[src/rtl/sfe_pkg.sv]
package sfe_pkg;
  localparam int FRAME_W = 16;
  localparam int CMD_W   = 4;
  localparam int CFG_W   = 12;

  typedef enum logic [1:0] {
    CK_OSC  = 2'b00,
    CK_SCLK = 2'b01,
    CK_DIV4 = 2'b10,
    CK_DIV2 = 2'b11
  } ck_sel_e;

  typedef struct packed {
    logic       ref_int;
    logic       ref_2v;
    logic       long_samp;
    ck_sel_e    ck_sel;
    logic [6:0] misc;
  } cfg_t;

  localparam logic [CMD_W-1:0] CMD_CFG    = 4'hA;
  localparam logic [CMD_W-1:0] CMD_TST_LO = 4'hB;
  localparam logic [CMD_W-1:0] CMD_TST_HI = 4'hD;
endpackage

[src/rtl/sfe_sync.sv]
module sfe_sync #(
  parameter int          W       = 3,
  parameter int          STAGES  = 2,
  parameter logic [W-1:0] RST_VAL = '0
) (
  input  logic         clk_i,
  input  logic         rst_ni,
  input  logic [W-1:0] d_i,
  output logic [W-1:0] q_o
);
  logic [STAGES*W-1:0] chain_q;

  always_ff @(posedge clk_i or negedge rst_ni) begin
    if (!rst_ni) chain_q <= {STAGES{RST_VAL}};
    else         chain_q <= {chain_q[(STAGES-1)*W-1:0], d_i};
  end

  assign q_o = chain_q[STAGES*W-1 -: W];
endmodule

[src/rtl/sfe_shifter.sv]
module sfe_shifter
  import sfe_pkg::*;
(
  input  logic               clk_i,
  input  logic               rst_ni,
  input  logic               bit_en_i,
  input  logic               cs_n_i,
  input  logic               sdi_i,
  output logic               cmd_stb_o,
  output logic [CMD_W-1:0]   cmd_o,
  output logic               frame_stb_o,
  output logic [FRAME_W-1:0] word_o
);
  localparam int CNT_W = $clog2(FRAME_W);

  logic [CNT_W-1:0]   cnt_q;
  logic [FRAME_W-2:0] sh_q;
  logic               take;

  assign take        = bit_en_i && !cs_n_i;
  assign word_o      = {sh_q, sdi_i};
  assign cmd_o       = word_o[CMD_W-1:0];
  assign cmd_stb_o   = take && (cnt_q == CNT_W'(CMD_W-1));
  assign frame_stb_o = take && (cnt_q == CNT_W'(FRAME_W-1));

  // chip select high aborts; a paused clock simply holds state
  always_ff @(posedge clk_i or negedge rst_ni) begin
    if (!rst_ni) begin
      cnt_q <= '0;
      sh_q  <= '0;
    end else if (cs_n_i) begin
      cnt_q <= '0;
      sh_q  <= '0;
    end else if (take) begin
      sh_q  <= word_o[FRAME_W-2:0];
      cnt_q <= (cnt_q == CNT_W'(FRAME_W-1)) ? '0 : cnt_q + 1'b1;
    end
  end

  AST_ABORT_CLEARS: assert property (@(posedge clk_i) disable iff (!rst_ni)
    cs_n_i |=> (cnt_q == '0));
  AST_PAUSE_HOLDS: assert property (@(posedge clk_i) disable iff (!rst_ni)
    (!cs_n_i && !bit_en_i) |=> $stable(cnt_q) && $stable(sh_q));
endmodule

[src/rtl/sfe_ctrl.sv]
module sfe_ctrl
  import sfe_pkg::*;
#(
  parameter int SHORT_WIN = 12,
  parameter int LONG_WIN  = 24
) (
  input  logic               clk_i,
  input  logic               rst_ni,
  input  logic               sclk_rise_i,
  input  logic               cmd_stb_i,
  input  logic [CMD_W-1:0]   cmd_i,
  input  logic               frame_stb_i,
  input  logic [FRAME_W-1:0] word_i,
  output cfg_t               cfg_o,
  output logic               sample_en_o,
  output logic [2:0]         chan_o,
  output logic               test_o
);
  localparam int WIN_W = $clog2(LONG_WIN + 1);

  cfg_t             cfg_q;
  logic [WIN_W-1:0] win_cnt_q;
  logic [WIN_W-1:0] win_len;
  logic             is_chan, is_test;

  assign is_chan = !cmd_i[3];
  assign is_test = (cmd_i >= CMD_TST_LO) && (cmd_i <= CMD_TST_HI);
  assign win_len = cfg_q.long_samp ? WIN_W'(LONG_WIN) : WIN_W'(SHORT_WIN);

  always_ff @(posedge clk_i or negedge rst_ni) begin
    if (!rst_ni) cfg_q <= '0;
    else if (frame_stb_i && word_i[FRAME_W-1 -: CMD_W] == CMD_CFG)
      cfg_q <= cfg_t'(word_i[CFG_W-1:0]);
  end

  always_ff @(posedge clk_i or negedge rst_ni) begin
    if (!rst_ni) begin
      sample_en_o <= 1'b0;
      win_cnt_q   <= '0;
      chan_o      <= '0;
      test_o      <= 1'b0;
    end else if (!sample_en_o && cmd_stb_i && (is_chan || is_test)) begin
      sample_en_o <= 1'b1;
      win_cnt_q   <= '0;
      test_o      <= is_test;
      chan_o      <= is_test ? cmd_i[2:0] - 3'd2 : cmd_i[2:0];
    end else if (sample_en_o && sclk_rise_i) begin
      win_cnt_q <= win_cnt_q + 1'b1;
      if (win_cnt_q == win_len - 1'b1) sample_en_o <= 1'b0;
    end
  end

  assign cfg_o = cfg_q;

  AST_WIN_FROM_CMD: assert property (@(posedge clk_i) disable iff (!rst_ni)
    $rose(sample_en_o) |-> $past(cmd_stb_i));
  AST_WIN_BOUND: assert property (@(posedge clk_i) disable iff (!rst_ni)
    sample_en_o |-> (win_cnt_q < win_len));
  AST_CFG_AT_FRAME_END: assert property (@(posedge clk_i) disable iff (!rst_ni)
    (cfg_q != $past(cfg_q)) |-> $past(frame_stb_i));
endmodule

[src/rtl/sfe_convclk.sv]
module sfe_convclk
  import sfe_pkg::*;
(
  input  logic    clk_i,
  input  logic    rst_ni,
  input  logic    sclk_i,
  input  logic    sclk_rise_i,
  input  logic    osc_i,
  input  ck_sel_e sel_i,
  output logic    conv_clk_o
);
  logic [1:0] div_q;

  always_ff @(posedge clk_i or negedge rst_ni) begin
    if (!rst_ni)          div_q <= '0;
    else if (sclk_rise_i) div_q <= div_q + 2'd1;
  end

  always_comb begin
    unique case (sel_i)
      CK_OSC:  conv_clk_o = osc_i;
      CK_SCLK: conv_clk_o = sclk_i;
      CK_DIV4: conv_clk_o = div_q[1];
      default: conv_clk_o = div_q[0];
    endcase
  end

  AST_DIV_STEP: assert property (@(posedge clk_i) disable iff (!rst_ni)
    sclk_rise_i |=> (div_q == $past(div_q) + 2'd1));
endmodule

[src/rtl/sfe_top.sv]
module sfe_top
  import sfe_pkg::*;
#(
  parameter int SYNC_STAGES = 2,
  parameter int SHORT_WIN   = 12,
  parameter int LONG_WIN    = 24
) (
  input  logic             clk_i,
  input  logic             rst_ni,
  input  logic             sclk_i,
  input  logic             cs_ni,
  input  logic             sdi_i,
  input  logic             osc_i,
  output logic             sample_en_o,
  output logic [2:0]       chan_o,
  output logic             test_o,
  output logic             ref_int_o,
  output logic             ref_2v_o,
  output logic             long_samp_o,
  output logic [1:0]       ck_sel_o,
  output logic [CFG_W-1:0] cfg_o,
  output logic             conv_clk_o
);
  logic               sclk_s, cs_s, sdi_s, sclk_d, sclk_rise;
  logic               cmd_stb, frame_stb;
  logic [CMD_W-1:0]   cmd;
  logic [FRAME_W-1:0] word;
  cfg_t               cfg;

  sfe_sync #(.W(3), .STAGES(SYNC_STAGES), .RST_VAL(3'b010)) u_sync (
    .clk_i (clk_i),
    .rst_ni(rst_ni),
    .d_i   ({sclk_i, cs_ni, sdi_i}),
    .q_o   ({sclk_s, cs_s, sdi_s})
  );

  always_ff @(posedge clk_i or negedge rst_ni) begin
    if (!rst_ni) sclk_d <= 1'b0;
    else         sclk_d <= sclk_s;
  end
  assign sclk_rise = sclk_s && !sclk_d;

  sfe_shifter u_shift (
    .clk_i      (clk_i),
    .rst_ni     (rst_ni),
    .bit_en_i   (sclk_rise),
    .cs_n_i     (cs_s),
    .sdi_i      (sdi_s),
    .cmd_stb_o  (cmd_stb),
    .cmd_o      (cmd),
    .frame_stb_o(frame_stb),
    .word_o     (word)
  );

  sfe_ctrl #(.SHORT_WIN(SHORT_WIN), .LONG_WIN(LONG_WIN)) u_ctrl (
    .clk_i      (clk_i),
    .rst_ni     (rst_ni),
    .sclk_rise_i(sclk_rise),
    .cmd_stb_i  (cmd_stb),
    .cmd_i      (cmd),
    .frame_stb_i(frame_stb),
    .word_i     (word),
    .cfg_o      (cfg),
    .sample_en_o(sample_en_o),
    .chan_o     (chan_o),
    .test_o     (test_o)
  );

  sfe_convclk u_ck (
    .clk_i      (clk_i),
    .rst_ni     (rst_ni),
    .sclk_i     (sclk_i),
    .sclk_rise_i(sclk_rise),
    .osc_i      (osc_i),
    .sel_i      (cfg.ck_sel),
    .conv_clk_o (conv_clk_o)
  );

  assign ref_int_o   = cfg.ref_int;
  assign ref_2v_o    = cfg.ref_2v;
  assign long_samp_o = cfg.long_samp;
  assign ck_sel_o    = cfg.ck_sel;
  assign cfg_o       = cfg;

  AST_CFG_STABLE_IDLE: assert property (@(posedge clk_i) disable iff (!rst_ni)
    (cs_s && $past(cs_s)) |=> $stable(cfg));
endmodule

[config.mk]
export PLATFORM = sky130hd
export DESIGN_NAME = sfe_top
export DESIGN_NICKNAME = d
export VERILOG_FILES = /design/src/rtl/sfe_pkg.sv /design/src/rtl/sfe_sync.sv /design/src/rtl/sfe_shifter.sv /design/src/rtl/sfe_ctrl.sv /design/src/rtl/sfe_convclk.sv /design/src/rtl/sfe_top.sv
export SDC_FILE = /design/constraint.sdc
export NUM_CORES = 1
export LEC_CHECK = 0
export ABC_AREA = 1
export BUFFER_PORTS_ARGS = -buffer_cell sky130_fd_sc_hd__buf_2
export CAP_MARGIN = 5
export CORE_MARGIN = 1
export CORE_UTILIZATION = 45
export CTS_CLUSTER_DIAMETER = 200
export CTS_CLUSTER_SIZE = 30
export DETAILED_ROUTE_END_ITERATION = 8
export PLACE_DENSITY = 0.62
export REMOVE_ABC_BUFFERS = 1
export SKIP_LAST_GASP = 1
export SYNTH_ARGS = -nofsm -noshare
export SYNTH_HDL_FRONTEND = slang
export SYNTH_SLANG_ARGS = --single-unit
[constraint.sdc]
create_clock -name clk_i -period 3.84 [get_ports clk_i]
set_input_delay 0.192 -clock clk_i [delete_from_list [all_inputs] [get_ports clk_i]]
set_output_delay 0.192 -clock clk_i [all_outputs]
set_load 0.05 [all_outputs]
# [Yosys cells after proc, flatten, opt, wreduce, memory -nomap -nowiden]
# Index checks and enable logic that the tools add are counted.
[totals] elab_cells=59 out_inout_bits=23 register_bits=50 in_bits=6
[classes] add_sub_neg=5 n_lt_le_gt_ge=2 eq_ne=6 mux=13 reduce_logical=19
[op_table] op="2-to-1 mux 15 bit" n=2
[op_table] op="2-to-1 mux 5 bit" n=3
[op_table] op="2-to-1 mux 4 bit" n=3
[op_table] op="logical AND 1 bit" n=9
[op_table] op="== test 4 bit (second input constant)" n=2
[op_table] op="nonzero test 2 bit" n=3
[op_table] op="adder 5 x 1 -> 5 bit (second input constant)" n=1
[op_table] op="== test 5 bit" n=1
[op_table] op="subtractor 5 x 1 -> 5 bit (second input constant)" n=1
[op_table] op="adder 4 x 1 -> 4 bit (second input constant)" n=1
[op_table] op="== test 4 x 2 -> 1 bit (second input constant)" n=1
[op_table] op=">= comparator 4 bit (second input constant)" n=1
[op_table] op="<= comparator 4 bit (second input constant)" n=1
[op_table] op="logical NOT 1 bit" n=4
[op_table] op="2-to-1 mux 1 bit" n=3
[op_table] op="2-to-1 mux 3 bit" n=1
[op_table] op="one-hot mux 1 bit (3 select lines)" n=1
[op_table] op="subtractor 3 x 2 -> 3 bit (second input constant)" n=1
[op_table] op="adder 2 x 1 -> 2 bit (second input constant)" n=1
[op_table] op="== test 2 x 1 -> 1 bit (second input constant)" n=1
[op_table] op="== test 2 bit (second input constant)" n=1
[op_table] op="logical NOT 2 bit" n=1
[op_table] op="AND reduction 2 bit" n=1
[op_table] op="logical OR 1 bit" n=1

# [Longest topological paths before layout]
# Gate-level depths: netlist (run 1).
[depth] ltp_word=8 depth_mapped=8

# [By module]
# A second synthesis (run 1) with hierarchy kept.
[hier_totals] cells_unflattened=239 area_unflattened_um2=2275.9
[modules_own_cells] mod="sfe_ctrl" instances=1 cells_each=121 seq_area_each_um2=550.5 area_each_um2=1087.3
[modules_own_cells] mod="sfe_shifter" instances=1 cells_each=83 seq_area_each_um2=475.5 area_each_um2=818.3
[modules_own_cells] mod="sfe_sync" instances=1 cells_each=9 seq_area_each_um2=152.6 area_each_um2=175.2
[modules_own_cells] mod="sfe_convclk" instances=1 cells_each=18 seq_area_each_um2=50.0 area_each_um2=122.6
[modules_own_cells] mod="sfe_top" instances=1 cells_each=8 seq_area_each_um2=25.0 area_each_um2=72.6

# [Worst setup path after synthesis (run 1)]
# OpenSTA, ideal clock, no wires.
[synth_timing] kind="register to output" start="reg u_ctrl.cfg_q, in the netlist u_ctrl.cfg_o[8]" end="out conv_clk_o" path_slack_ps=2345 required_time_ps=3648 arrival_ps=1303 path_stages_with_launch=4 path_buffers=0 cell_sequence="dfrtp_1 -> o21ai_0 -> a21oi_1 -> or2_2"
[synth_between] elab_chain_len=2
[synth_rtl] element="from (decl)" line="sfe_ctrl.sv:21" rtl="cfg_t cfg_q;"
[synth_rtl] element="from (signal assigned)" line="sfe_ctrl.sv:33" rtl="cfg_q <= cfg_t'(word_i[CFG_W-1:0]);"
[synth_rtl] element="== test 2 bit (tied with other cells)" line="sfe_convclk.sv:20" rtl="unique case (sel_i)"
[synth_rtl] element="one-hot mux 1 bit (3 select lines) (*)" line="sfe_convclk.sv:20"
[synth_rtl] element="to (decl)" line="sfe_top.sv:22" rtl="output logic conv_clk_o"
# Mark *: on every way between the ends. The rest lies on a longest branch, timed or not.

# [Worst setup path after layout (run 1)]
# Same ends and word-level chain as after synthesis.

==> insert_results.sql, run 1 <==
INSERT INTO impl_metrics (metric_group, metric, value, unit) VALUES
('pwr', 'p_comb_frac', '0.068', ''),
('worst_setup_path', 'critPathSlowestCell', 'sky130_fd_sc_hd__dfrtp_1', ''),
('pwr', 'vdd_ir_drop_max', '247', 'uV'),
('route', 'routed_via_density', '4.81', ''),
('yosys', 'yosys-mux-area-fraction', '0', ''),
('final_layout', 'post_route_cells_drive_above_1_share', '0.272', ''),
('worst_setup_path', 'cp_arrival', '1.50', 'ns'),
('yosys', 'yosys.area_share.xor_xnor', '0.0197', ''),
('yosys', 'syn_inst', '228', ''),
('floorplanning', 'effective_utilization_at_floorplan', '0.471', ''),
('sta', 'slew_headroom', '0.282', ''),
('worst_setup_path', 'cp_bufs_invs', '1', ''),
('final_layout', 'areaGrowthSynthToFinish', '12.7', '%'),
('worst_hold_path', 'hold_path_class', 'input pin to flip-flop', ''),
('sta', 'period_share', '0.440', ''),
('grt', 'grt.total_usage', '0.171', ''),
('final_layout', 'final_area', '0.00251', 'mm^2'),
('worst_setup_path', 'worstSetupStartpointType', 'flip-flop', ''),
('floorplanning', 'width_of_the_die', '72.3', 'um'),
('sta', 'finalHoldViolCount', '0', ''),
('worst_setup_path', 'worst_r2r_startpoint', 'u_shift.cnt_q[0]$_DFFE_PN0P_', ''),
('clocking', 'post_cts_buffers', '0', ''),
('yosys', 'fraction_of_the_mapped_netlist_area_in_adder_cells', '0.0113', ''),
('yosys', 'synthMostInstantiatedCell', 'sky130_fd_sc_hd__dfrtp_1', ''),
('yosys', 'yosys.area.top_type', 'sky130_fd_sc_hd__dfrtp_1', ''),
('placed_design', 'gpl.final_weighted_congestion', '0.767', ''),
('sta', 'setup_violations', '0', ''),
('yosys', 'synth_largest_type_area_fraction', '0.540', ''),
('pwr', 'power_switching_share', '0.233', ''),
('placed_design', 'post_dp_cell_area', '0.00238', 'mm^2'),
('route', 'drtIter0Drc', '72', ''),
('yosys', 'post_synth.cell_area_avg', '9.75', 'um^2'),
('yosys', 'sequential_fraction_of_the_synthesis_area', '0.564', ''),
('clocking', 'ctsHoldBuffers', '2', ''),
('grt', 'grt_pass1_vias', '1509', ''),
('yosys', 'synth-seq-cells', '50', ''),
('floorplanning', 'rows', '25', ''),
('pwr', 'powerDensity', '396', 'mW/mm^2'),
('floorplanning', 'die_h', '72.3', 'um'),
('clocking', 'cts_max_path_buffers', '2', ''),
('yosys', 'synthSimpleGateAreaFrac', '0.196', ''),
('pwr', 'p_seq_frac', '0.566', ''),
('grt', 'antenna_found_initial', '0', ''),
('yosys', 'synth_top_family_by_area', 'simple AND/OR/NAND/NOR gates', ''),
('worst_setup_path', 'cp_slowest_stage_delay', '0.45', 'ns'),
('placed_design', 'buffer_ports.inserted', '28', ''),
('worst_hold_path', 'min_from', 'sclk_i', ''),
('worst_setup_path', 'critPathRequiredTime', '3.65', 'ns'),
('run', 'maxCapViolations', '0', ''),
('clocking', 'cts_made_buffers', '5', ''),
('route', 'wire_length_per_cell_after_detailed_routing', '11.6', 'um'),
('clocking', 'cts-htree-levels', '2', ''),
('grt', 'grt_first_pass_wirelength', '6790', 'um'),
('run_status', 'run_status', 'completed', ''),
('pwr', 'clockPowerShare', '0.366', ''),
('sta', 'timing.final.crit_period', '1.69', 'ns'),
('sta', 'worstMarginPinSlew', '1.08', 'ns'),
('yosys', 'dominantRegCellSynth', 'sky130_fd_sc_hd__dfrtp_1', ''),
('grt', 'maximum_number_of_pins_on_one_net_before_global_route_repair', '51', ''),
('pwr', 'p_leak', '1.20', 'nW'),
('clocking', 'clkLatencyLatePin', '0.30', 'ns'),
('worst_setup_path', 'crit_fanout', '7', ''),
('worst_setup_path', 'crit_path_cell_chain', 'o21ai_0 > a21oi_1 > or2_2 > buf_2', ''),
('worst_setup_path', 'timing.reg2reg.worst_path_depth', '6', ''),
('route', 'drt_wl_total', '3760', 'um'),
('final_layout', 'antenna_cells_inserted', '0', ''),
('sta', 'achievable-frequency', '592', 'MHz'),
('clocking', 'clock-sinks', '50', ''),
('worst_setup_path', 'end_kind', 'output pin', ''),
('sta', 'grt_setup_unrepaired', 'no', ''),
('worst_setup_path', 'r2r_setup_slack', '2.21', 'ns');
==> cell type report <==
cell class              instances  area (um^2)  share of cell area
clock buffers                   5         68.8              0.0275
well taps                      67         83.8              0.0334
clock inverters                 3         40.0              0.0160
inverters                      29          109              0.0434
flip-flops and latches         50         1250               0.500
repair buffers                 30          160              0.0639
multi-input cells             140          791               0.316
==> cell usage in the layout, fill, tap and decap left out <==
cell	count
sky130_fd_sc_hd__dfrtp_1	48
sky130_fd_sc_hd__nand2_1	42
sky130_fd_sc_hd__buf_2	28
sky130_fd_sc_hd__inv_1	27
sky130_fd_sc_hd__nor2_1	17
sky130_fd_sc_hd__o22ai_1	16
sky130_fd_sc_hd__nand3_1	15
sky130_fd_sc_hd__o21ai_2	12
sky130_fd_sc_hd__nand2_2	11
sky130_fd_sc_hd__o21ai_0	6
sky130_fd_sc_hd__clkbuf_8	5
sky130_fd_sc_hd__a21oi_1	4
sky130_fd_sc_hd__xor2_1	4
sky130_fd_sc_hd__inv_2	2
sky130_fd_sc_hd__nor2_4	2
sky130_fd_sc_hd__ha_1	2
sky130_fd_sc_hd__clkinv_2	2
sky130_fd_sc_hd__dlygate4sd3_1	2
sky130_fd_sc_hd__dfstp_2	2
sky130_fd_sc_hd__a211oi_1	1
sky130_fd_sc_hd__or2_2	1
sky130_fd_sc_hd__nor2_2	1
sky130_fd_sc_hd__a21oi_4	1
sky130_fd_sc_hd__nand3b_1	1
sky130_fd_sc_hd__nand3_2	1
sky130_fd_sc_hd__nand3_4	1
sky130_fd_sc_hd__xnor2_1	1
sky130_fd_sc_hd__o21bai_1	1
sky130_fd_sc_hd__bufinv_16	1
==> logic make-up after synthesis <==
group	after synthesis
flip-flops	50
adder cells (fa/ha/maj)	2
AO/OA/AOI/OAI	41
XOR/XNOR	5
AND/OR/NAND/NOR	92
buffers and inverters	38
==> sequential cells by signal, summed over array words and instances, names as in the netlist <==
register and count:
u_ctrl.sample_en_o 1, u_ctrl.cfg_o 12, u_ctrl.test_o 1, u_shift.cnt_q 4
u_shift.sh_q 15, u_ctrl.chan_o 3, u_ctrl.win_cnt_q 5, sclk_d 1
u_sync.chain_q 6, u_ck.div_q 2
==> routing by layer <==
layer / part of all wire / GRT usage / wire length, um / up-vias
met1: 0.48 / 0.232 / 1800 / 749
met3: 0.024 / 0.0292 / 92 / 7
met4: 0.023 / 0.0871 / 87 / 0
met2: 0.47 / 0.268 / 1770 / 21
li1: - / - / - / 782
met5: 0 / 0 / 0 / -
==> power groups by stage <==
stage               logic (W)  clock network (W)  registers, W
finish              0.0000680           0.000364      0.000562
floorplan           0.0000408                  0      0.000573
detailed placement  0.0000681                  0      0.000573
CTS                 0.0000700           0.000370      0.000562
global route        0.0000797           0.000392      0.000566
global placement    0.0000667                  0      0.000572
==> worst register-to-register path, cell delays in order, from the launching register on <==
cell                      delay [ns]
sky130_fd_sc_hd__dfrtp_1        0.39
sky130_fd_sc_hd__ha_1           0.30
sky130_fd_sc_hd__nand3_2        0.14
sky130_fd_sc_hd__nor2_4         0.14
sky130_fd_sc_hd__nand3_4        0.30
sky130_fd_sc_hd__nand2_1        0.19
sky130_fd_sc_hd__o21ai_2        0.06
==> worst max path at each step <==
| stage | end | slack, ns | cells after the start |
|---|---|---|---|
| after floorplan | conv_clk_o | 2.06 | 3 |
| after global placement | u_ctrl.cfg_o[2]$_DFFE_PN0P_ | 2.23 | 6 |
| after detailed placement | u_ctrl.cfg_o[0]$_DFFE_PN0P_ | 2.20 | 6 |
| after CTS | conv_clk_o | 2.14 | 4 |
| after global routing | u_ctrl.cfg_o[0]$_DFFE_PN0P_ | 2.05 | 6 |
| final | conv_clk_o | 2.15 | 4 |
==> stage by stage <==
step / hold slack, ns / cells / power, W / setup WS, ns
after CTS: 0.000589 / 324 / 0.00100 / 2.14
after global placement: 0.298 / 314 / 0.000638 / 2.23
after floorplan: -0.104 / 219 / 0.000614 / 2.06
after detailed placement: 0.300 / 314 / 0.000641 / 2.20
after global routing: 0.000867 / 324 / 0.00104 / 2.05
final: 0.00825 / 324 / 0.000993 / 2.15
No activity file was read; power rests on OpenSTA's default activity.
==> inputs of run 2 (changes only) <==
Settings changed: PLACE_DENSITY 0.62 to 0.64.
Clock period 3.84 ns to 1.53 ns, I/O delays scaled along.
==> run 2 against run 1 <==
Via count down 0.71%. Combinational power grew to 2.8 times the previous value. Power rose by 130%. Cell count grew 2.5%. Clock skew decreased by 0.0025 ns. Wire length grew 3.6%. Critical path depth unchanged. Worst setup slack worse by 2.1 ns.
==> insert_results.sql, run 2 (synthesized netlist as in run 1, its figures left out) <==
INSERT INTO impl_metrics (metric_group, metric, value, unit) VALUES
('clocking', 'cts-htree-levels', '2', ''),
('placed_design', 'worst_case_setup_slack_after_placement', '0.101', 'ns'),
('sta', 'timing.final.crit_period', '1.45', 'ns'),
('final_layout', 'max_reg_flops', '15', ''),
('worst_setup_path', 'critPathRequiredTime', '1.45', 'ns'),
('floorplanning', 'fp.coreArea', '0.00472', 'mm^2'),
('sta', 'finalHoldViolCount', '0', ''),
('final_layout', 'most_common_cell_after_layout_fill_and_taps_aside', 'sky130_fd_sc_hd__dfrtp_1', ''),
('sta', 'skew_final', '0.00505', 'ns'),
('clocking', 'cts_root_buffer', 'sky130_fd_sc_hd__clkbuf_8', ''),
('run_status', 'run_status', 'completed', ''),
('clocking', 'clock-sinks', '50', ''),
('floorplanning', 'die_footprint', '0.00523', 'mm^2'),
('worst_setup_path', 'r2r_setup_slack', '0.11', 'ns'),
('route', 'num_vias', '1548', ''),
('floorplanning', 'effective_utilization_at_floorplan', '0.471', ''),
('clocking', 'tritoncts', 'yes', ''),
('pwr', 'powerDensity', '897', 'mW/mm^2'),
('final_layout', 'areaGrowthSynthToFinish', '16.4', '%'),
('final_layout', 'regMostFlops', 'u_shift.sh_q', ''),
('floorplanning', 'width_of_the_die', '72.3', 'um'),
('clocking', 'path_clk_slew', '0.08', 'ns'),
('pwr', 'p_comb_frac', '0.083', ''),
('floorplanning', 'die_h', '72.3', 'um'),
('grt', 'grt_pass1_vias', '1444', ''),
('final_layout', 'post_route_cells_drive_above_1_share', '0.279', ''),
('worst_setup_path', 'crit_fanout', '6', ''),
('final_layout', 'final.fill_count', '450', ''),
('pwr', 'power_switching_share', '0.237', ''),
('grt', 'gr-total-overflow', '0', ''),
('worst_setup_path', 'end_kind', 'output pin', ''),
('route', 'detail-route-antenna-nets', '0', ''),
('pwr', 'p_seq_frac', '0.608', ''),
('worst_setup_path', 'worstSetupStartpointType', 'flip-flop', ''),
('sta', 'setup_violations', '0', ''),
('worst_setup_path', 'reg_to_reg_endpoint', 'u_ctrl.cfg_o[2]$_DFFE_PN0P_', ''),
('grt', 'grt.total_usage', '0.174', ''),
('clocking', 'clkLatencyLatePin', '0.30', 'ns'),
('grt', 'grt_first_pass_wirelength', '6810', 'um'),
('worst_hold_path', 'hold_path_class', 'input pin to asynchronous set/reset pin', ''),
('pwr', 'internal_power', '0.00177', 'W'),
('route', 'remaining_drc_errors', '0', ''),
('pwr', 'clockPowerShare', '0.310', ''),
('final_layout', 'layout.area.seq', '0.00125', 'mm^2'),
('route', 'dr.pass1.iters', '4', ''),
('sta', 'fin_worst_hold_slack', '0.279', 'ns'),
('clocking', 'cts_made_buffers', '5', ''),
('clocking', 'cts_max_path_buffers', '2', ''),
('placed_design', 'post_dp_cell_area', '0.00244', 'mm^2'),
('route', 'dr.max_layer_used', 'met4', ''),
('route', 'met3_length', '132', 'um'),
('pwr', 'p_leak', '1.24', 'nW'),
('worst_setup_path', 'worst_r2r_startpoint', 'u_shift.cnt_q[0]$_DFFE_PN0P_', ''),
('sta', 'slew_headroom', '0.668', ''),
('run', 'maxCapViolations', '0', ''),
('sta', 'final_critical_path_setup_slack', '0.0840', 'ns'),
('worst_setup_path', 'timing.reg2reg.worst_path_depth', '7', ''),
('floorplanning', 'rows', '25', ''),
('grt', 'antenna_found_initial', '0', ''),
('final_layout', 'antenna_cells_inserted', '0', ''),
('placed_design', 'gpl.final_weighted_congestion', '0.883', ''),
('route', 'wire_length_per_cell_after_detailed_routing', '11.7', 'um'),
('route', 'routed-wl-met2', '1770', 'um'),
('sta', 'worstMarginPinSlew', '0.498', 'ns'),
('floorplanning', 'io_pins', '29', ''),
('sta', 'period_share', '0.945', ''),
('worst_setup_path', 'cp_arrival', '1.37', 'ns'),
('route', 'drt_wl_total', '3890', 'um'),
('grt', 'maximum_number_of_pins_on_one_net_before_global_route_repair', '30', ''),
('route', 'route.layer.met1.wl', '1910', 'um'),
('final_layout', 'mostFrequentLayoutCells', 'sky130_fd_sc_hd__dfrtp_1 (47), sky130_fd_sc_hd__nand2_1 (42), sky130_fd_sc_hd__inv_1 (27), sky130_fd_sc_hd__buf_2 (27), sky130_fd_sc_hd__nor2_1 (17)', ''),
('sta', 'achievable-frequency', '692', 'MHz'),
('pwr', 'vdd_ir_drop_max', '469', 'uV'),
('sta', 'maxSlewViolCount', '0', ''),
('placed_design', 'buffer_ports.inserted', '28', ''),
('final_layout', 'multiInputGateArea', '791', 'um^2'),
('final_layout', 'final_nets', '272', ''),
('placed_design', 'dp_hpwl', '2740', 'um'),
('route', 'drtIter0Drc', '49', ''),
('route', 'routed_via_density', '4.66', ''),
('final_layout', 'final_area', '0.00259', 'mm^2'),
('worst_setup_path', 'critical_path_class', 'flip-flop to output pin', ''),
('pwr', 'power.switching', '0.000550', 'W'),
('sta', 'setup_tns', '0', 'ns');
-- run 2: cell types whose count changed in the layout (fill, tap and decap cells not counted), moves of 2 or more --
cell / change
sky130_fd_sc_hd__buf_12: +3
sky130_fd_sc_hd__buf_4: +3
sky130_fd_sc_hd__dlygate4sd3_1: +2
sky130_fd_sc_hd__clkinv_2: -2
sky130_fd_sc_hd__clkbuf_1: +3
-- run 2: per-layer routing --
metal	vias up	track usage
met5	-	0
met4	0	0.0915
met3	7	0.0458
met2	23	0.250
met1	711	0.241
li1	807	-
-- run 2: what timing repair did --
item,CTS,global route
hold buffers,4,0
hold endpoints to repair,22,0
gates resized for setup,2,2
buffers inserted,0,2
endpoints found under the setup margin,1,1
-- run 2: cell type report --
type                    instances  share of cell area
flip-flops and latches         50               0.485
well taps                      67              0.0324
repair buffers                 38               0.104
multi-input cells             140               0.306
inverters                      29              0.0421
clock buffers                   8              0.0309
-- run 2: worst max-delay path: stages (launching register included) --
cell	delay (ns)
sky130_fd_sc_hd__dfrtp_2	0.44
sky130_fd_sc_hd__o21ai_1	0.14
sky130_fd_sc_hd__a21oi_1	0.04
sky130_fd_sc_hd__or2_2	0.30
sky130_fd_sc_hd__buf_6	0.16
-- run 2: power by group through the flow --
stage	clock network [W]	registers, W	logic (W)
finish	0.000720	0.00141	0.000192
global route	0.000806	0.00142	0.000224
CTS	0.000749	0.00141	0.000194
detailed placement	0	0.00144	0.000183
global placement	0	0.00143	0.000180
floorplan	0	0.00144	0.000103
-- run 2: worst max-delay path by stage --
stage                                 start                     endpoint  slack (ns)  cells past startpoint
6_report        u_ctrl.cfg_o[8]$_DFFE_PN0P_                   conv_clk_o        0.08                      4
3_5_place_dp   u_shift.cnt_q[0]$_DFFE_PN0P_  u_ctrl.cfg_o[2]$_DFFE_PN0P_        0.10                      7
4_1_cts         u_ctrl.cfg_o[8]$_DFFE_PN0P_                   conv_clk_o       0.004                      4
3_3_place_gp   u_shift.cnt_q[0]$_DFFE_PN0P_  u_ctrl.cfg_o[2]$_DFFE_PN0P_        0.14                      7
2_1_floorplan   u_ctrl.cfg_o[8]$_DFFE_PN0P_                   conv_clk_o       -0.14                      3
5_1_grt         u_ctrl.cfg_o[8]$_DFFE_PN0P_                   conv_clk_o       -0.01                      4
-- run 2: metrics by stage --
stage,total power (W),cells,util
floorplan,0.00154,219,-
global placement,0.00161,318,0.518
detailed placement,0.00162,318,0.518
CTS,0.00235,330,0.544
global route,0.00245,332,0.548
finish,0.00232,332,0.548
